## src/rtl/agen_pkg.sv

```systemverilog
package agen_pkg;
    typedef enum logic [1:0] {
        ST_IDLE   = 2'd0,
        ST_ISSUE  = 2'd1,
        ST_FINISH = 2'd2
    } agen_state_e;
endpackage

```

## src/rtl/agen_cfg_norm.sv

```systemverilog
module agen_cfg_norm #(
    parameter int ADDR_W   = 16,
    parameter int LEN_W    = 6,
    parameter int CNT_W    = 3,
    parameter int ALIGN_LG = 2,
    parameter bit EN_2D    = 1'b1
) (
    input  logic [ADDR_W-1:0] base_in,
    input  logic [ADDR_W-1:0] pitch_in,
    input  logic [LEN_W-1:0]  len_m1_in,
    input  logic [CNT_W-1:0]  cnt_m1_in,
    output logic [ADDR_W-1:0] base_al,
    output logic [ADDR_W-1:0] pitch_al,
    output logic [LEN_W:0]    row_bytes,
    output logic [CNT_W-1:0]  rows_m1
);
    localparam logic [ADDR_W-1:0] ADDR_LOW = ADDR_W'((1 << ALIGN_LG) - 1);
    localparam logic [LEN_W-1:0]  LEN_LOW  = LEN_W'((1 << ALIGN_LG) - 1);

    assign base_al   = base_in  & ~ADDR_LOW;
    assign pitch_al  = pitch_in & ~ADDR_LOW;
    assign row_bytes = {1'b0, len_m1_in | LEN_LOW} + {{LEN_W{1'b0}}, 1'b1};

    generate
        if (EN_2D) begin : g_two_dim
            assign rows_m1 = cnt_m1_in;
        end else begin : g_one_dim
            assign rows_m1 = cnt_m1_in & {CNT_W{1'b0}};
        end
    endgenerate
endmodule

```

## src/rtl/agen_row_ctr.sv

```systemverilog
module agen_row_ctr #(
    parameter int CNT_W = 3
) (
    input  logic             clk,
    input  logic             rst_n,
    input  logic             load,
    input  logic [CNT_W-1:0] load_val,
    input  logic             dec,
    output logic             is_last
);
    logic [CNT_W-1:0] left_q;

    always_ff @(posedge clk) begin
        if (!rst_n) begin
            left_q <= '0;
        end else if (load) begin
            left_q <= load_val;
        end else if (dec) begin
            left_q <= left_q - 1'b1;
        end
    end

    assign is_last = (left_q == '0);
endmodule

```

## src/rtl/agen_addr_acc.sv

```systemverilog
module agen_addr_acc #(
    parameter int ADDR_W = 16
) (
    input  logic              clk,
    input  logic              rst_n,
    input  logic              load,
    input  logic [ADDR_W-1:0] load_val,
    input  logic              step,
    input  logic [ADDR_W-1:0] pitch,
    output logic [ADDR_W-1:0] addr
);
    always_ff @(posedge clk) begin
        if (!rst_n) begin
            addr <= '0;
        end else if (load) begin
            addr <= load_val;
        end else if (step) begin
            addr <= addr + pitch;
        end
    end
endmodule

```

## src/rtl/strided_agen.sv

```systemverilog
module strided_agen
    import agen_pkg::*;
#(
    parameter int ADDR_W   = 16,
    parameter int LEN_W    = 6,
    parameter int CNT_W    = 3,
    parameter int ALIGN_LG = 2,
    parameter bit EN_2D    = 1'b1
) (
    input  logic              clk,
    input  logic              rst_n,
    input  logic              start,
    input  logic [ADDR_W-1:0] base_addr,
    input  logic [LEN_W-1:0]  row_len_m1,
    input  logic [CNT_W-1:0]  row_cnt_m1,
    input  logic [ADDR_W-1:0] row_pitch,
    input  logic              req_ready,
    output logic              req_valid,
    output logic [ADDR_W-1:0] req_addr,
    output logic [LEN_W:0]    req_len,
    output logic              busy,
    output logic              done,
    output logic [ADDR_W-1:0] cur_addr
);
    agen_state_e state_q, state_d;

    logic [ADDR_W-1:0] base_al, pitch_al, pitch_q, addr_q;
    logic [LEN_W:0]    row_bytes, len_q;
    logic [CNT_W-1:0]  rows_m1;
    logic              launch, accept, last_row;

    agen_cfg_norm #(
        .ADDR_W(ADDR_W), .LEN_W(LEN_W), .CNT_W(CNT_W),
        .ALIGN_LG(ALIGN_LG), .EN_2D(EN_2D)
    ) u_norm (
        .base_in  (base_addr),
        .pitch_in (row_pitch),
        .len_m1_in(row_len_m1),
        .cnt_m1_in(row_cnt_m1),
        .base_al  (base_al),
        .pitch_al (pitch_al),
        .row_bytes(row_bytes),
        .rows_m1  (rows_m1)
    );

    assign launch = (state_q == ST_IDLE) && start;
    assign accept = (state_q == ST_ISSUE) && req_ready;

    agen_row_ctr #(.CNT_W(CNT_W)) u_rows (
        .clk     (clk),
        .rst_n   (rst_n),
        .load    (launch),
        .load_val(rows_m1),
        .dec     (accept && !last_row),
        .is_last (last_row)
    );

    agen_addr_acc #(.ADDR_W(ADDR_W)) u_addr (
        .clk     (clk),
        .rst_n   (rst_n),
        .load    (launch),
        .load_val(base_al),
        .step    (accept && !last_row),
        .pitch   (pitch_q),
        .addr    (addr_q)
    );

    // captured per-walk length and pitch
    always_ff @(posedge clk) begin
        if (!rst_n) begin
            len_q   <= '0;
            pitch_q <= '0;
        end else if (launch) begin
            len_q   <= row_bytes;
            pitch_q <= pitch_al;
        end
    end

    // state register
    always_ff @(posedge clk) begin
        if (!rst_n) begin
            state_q <= ST_IDLE;
        end else begin
            state_q <= state_d;
        end
    end

    always_comb begin
        state_d = state_q;
        unique case (state_q)
            ST_IDLE:   if (start) state_d = ST_ISSUE;
            ST_ISSUE:  if (req_ready && last_row) state_d = ST_FINISH;
            ST_FINISH: state_d = ST_IDLE;
            default:   state_d = ST_IDLE;
        endcase
    end

    // outputs
    always_comb begin
        req_valid = (state_q == ST_ISSUE);
        busy      = (state_q != ST_IDLE);
        done      = (state_q == ST_FINISH);
        req_addr  = addr_q;
        req_len   = len_q;
        cur_addr  = addr_q;
    end
endmodule

```

## config.mk

```make
export PLATFORM = sky130hd
export DESIGN_NAME = strided_agen
export DESIGN_NICKNAME = d
export VERILOG_FILES = /design/src/rtl/agen_pkg.sv /design/src/rtl/agen_cfg_norm.sv /design/src/rtl/agen_row_ctr.sv /design/src/rtl/agen_addr_acc.sv /design/src/rtl/strided_agen.sv
export SDC_FILE = /design/constraint.sdc
export NUM_CORES = 1
export LEC_CHECK = 0
export BUFFER_PORTS_ARGS = -buffer_cell sky130_fd_sc_hd__buf_2
export CORE_UTILIZATION = 54
export DETAILED_ROUTE_END_ITERATION = 7
export GPL_TIMING_DRIVEN = 0
export PLACE_DENSITY = 0.9
export SYNTH_ARGS = -nofsm -noshare
export SYNTH_HDL_FRONTEND = slang
export SYNTH_SLANG_ARGS = --single-unit
```

## constraint.sdc

```tcl
create_clock -name clk -period 4.81 [get_ports clk]
set_input_delay 0.962 -clock clk [delete_from_list [all_inputs] [get_ports clk]]
set_output_delay 0.962 -clock clk [all_outputs]
set_load 0.02 [all_outputs]
```

==> summary.md <==
| Metric | Value |
|---|---|
| Status | `finished, final reports clean` |
| Dpl ws | `2.40 ns` |
| Top_reg_cell synth | `dfxtp_1` |
| Crit Path Category | `reg -> reg` |
| Die area | `4940 µm²` |
| Starting DRT DRC Count | `274` |
| Vert. Die Dim | `70.3 µm` |
| Synth area leader | `dfxtp_1` |
| Sequential share of the synthesized area | `30.2%` |
| Crit path from | `u_addr.addr[2]` |
| Max Cap Viol | `0` |
| Initial antenna violation count | `0` |
| R2R Path End | `u_addr.addr[10]` |
| Detailed Place HPWL | `5.11 mm` |
| CTS Buffer Depth | `2` |
| Syn avg cell area | `7.92 µm²` |
| First-pass GRT wire length | `11.2 mm` |
| Final ANT Viol Nets | `0` |
| FILL cells | `355` |
| Total track usage | `29.1%` |
| Fin crit period | `2.16 ns` |
| Grt ovf | `0` |
| CTS clock-pin slew for the worst setup and hold paths | `0.09 ns` |
| Fin crit share | `45.0%` |
| Wire per inst | `15.0 µm` |
| Distinct cells, synth | `57` |
| Largest cells by area after synthesis | `dfxtp_1, nand2_1, ha_1` |
| RePlAce Congestion | `0.899` |
| Clock Skews | `0.00995 ns` |
| Count leader, synth | `nand2_1` |
| Fmax | `0.462 GHz` |
| Worst skew pair latency | `0.30 ns` |
| Measured slew at the worst slew-check pin | `0.570 ns` |
| Vias | `2,606` |
| Launch point of the worst reg-to-reg path | `u_addr.addr[2]` |
| Share of Yosys cell area claimed by the top area cell type | `30.2%` |
| Layout Nets | `466` |
| Clock sink total | `38` |
| Largest net degree at the start of global routing | `14` |
| Final setup vio count | `0` |
| Drt via density | `5.70` |
| Arrival time worst endpoint | `2.37 ns` |
| Number of global-route vias before repair | `2,385` |
| Max rail drop VDD | `0.000226 V` |
| Die W | `70.3 µm` |
| CP endpoint | `u_addr.addr[10]` |
| Power per cell area | `332 nW/µm²` |
| I/O pins | `87` |
| Post-CTS Hold Buffers | `0` |
| IO Port Bufs | `74` |
| Initial Util | `57.0%` |
| Worst Setup Slack, final | `2.65 ns` |
| TritonCTS clock tree | `yes` |
| Post-Route Setup TNS | `0 ns` |
| Critical-path maximum fanout | `4` |
| Synthesis-stage register bit count | `38` |
| CTS resizes | `0` |
| Root buffer selected by CTS | `clkbuf_8` |
| Synthesis-to-finish area growth | `23.5%` |
| Worst Hold Class | `reg -> reg` |
| Synthesized instance count | `318` |
| Post-CTS setup buffer count | `0` |
| Layout cells sized above 1 | `30.6%` |
| Reg2reg path depth | `7` |
| Ant diodes | `0` |
| LEAKAGE | `0.00148 µW` |
| EDFF count, synth | `0` |
| Worst relative slew slack | `61.0%` |
| Startpoint types | `register` |
| Post-route DRC | `0` |
| First-pass DRT Iterations | `5` |
| R2R setup slack | `2.65 ns` |
| Synth warn | `0` |
| Cell Area, Synth | `2520 µm²` |
| Unrepaired setup endpoints after global routing | `false` |
| H-Tree Depth | `2` |
| Critical Path RT | `5.01 ns` |
| Core Footprint | `4410 µm²` |
| CP endpoint kind | `register` |
| Synth cell count leaders | `nand2_1, a21oi_1, dfxtp_1` |
| TritonCTS Buffers | `5` |
| Ys async rst share | `0%` |
| Final hold violations | `0` |
| Max Slew Vio Count | `0` |
| Row cnt | `24` |
| Final WL | `6.86 mm` |
flip-flops by register name, indices dropped and copies added (netlist names):
register,count
pitch_q,14
u_rows.left_q,3
req_len,5
u_addr.addr,14
state_q,2
power breakdown:
part           switching (µW)  leakage (µW)  internal, µW
Combinational             190       0.00110           131
Clock                     131     0.0000683           208
Sequential               27.9      0.000313           344
routing by layer:
| layer | share of wire (%) | GRT usage, % | vias up |
|---|---|---|---|
| met5 | 0 | 0 | - |
| met4 | 1.9 | 10.4 | 0 |
| met3 | 7.7 | 5.19 | 13 |
| met2 | 48 | 47.3 | 120 |
| met1 | 42 | 38.3 | 1190 |
| li1 | - | - | 1283 |
cell type report:
| cell class | instances | area (µm²) | share of cell area [%] |
|---|---|---|---|
| clock inverter | 3 | 68.8 | 2.21 |
| inverter | 9 | 33.8 | 1.09 |
| multi-input combinational | 242 | 1500 | 48.3 |
| clock buffer | 5 | 68.8 | 2.21 |
| buffer | 34 | 239 | 7.69 |
| tap | 52 | 65.1 | 2.09 |
| sequential | 38 | 761 | 24.5 |
| timing repair buffer | 74 | 370 | 11.9 |
cells in the final DEF, fill, tap and decap left out, drive strengths merged, types with 4 or more instances in the layout:
cell | netlist | layout
conb | 1 | 6
ha | 16 | 16
inv | 9 | 9
buf | 30 | 104
nor3b | 4 | 4
a211oi | 11 | 11
o211ai | 7 | 7
a21oi | 39 | 39
dfxtp | 38 | 38
xnor2 | 5 | 5
o21ai | 12 | 12
nand2 | 59 | 59
nor2 | 22 | 22
a311oi | 4 | 4
clkbuf | 4 | 9
o221ai | 5 | 5
nand3 | 4 | 4
per-stage QoR:
step / cell area [µm²] / total power (µW) / std cells / util (%) / hold slack [ns]
after floorplan: 2540 / 601 / 323 / - / 0.432
after global placement: 2970 / 684 / 449 / 67.3 / 0.442
after detailed placement: 2970 / 694 / 449 / 67.3 / 0.448
after CTS: 3110 / 1030 / 457 / 70.4 / 0.465
after global routing: 3110 / 1080 / 457 / 70.4 / 0.489
final: 3110 / 1030 / 457 / 70.4 / 0.465
worst max-delay path, stage by stage, from the launching register on:
cell,delay (ns)
dfxtp_1,0.34
ha_1,0.27
fa_1,0.45
a211oi_1,0.33
o21ai_1,0.17
a21oi_1,0.24
mux2i_1,0.21
nand2_1,0.06
how the worst min path moves through the flow:
stage | from | end | cells after the start
finish | req_len[3] | req_len[3] | 2
global placement | req_len[6] | req_len[6] | 2
detailed placement | u_rows.left_q[1] | u_rows.left_q[1] | 2
global route | req_len[6] | req_len[6] | 2
floorplan | u_rows.left_q[1] | u_rows.left_q[1] | 2
CTS | req_len[3] | req_len[3] | 2
cells by family after synthesis:
logic type | synth area share (%)
adders and majority gates | 8.75
muxes | 1.19
DFF | 30.2
buffers and inverters | 10.8
and+or+nand+nor | 20.3
other | 0.149
xor gates and xnor gates | 2.78
AOI/OAI and AO/OA | 25.8
No activity file was read; power rests on OpenSTA's default activity.
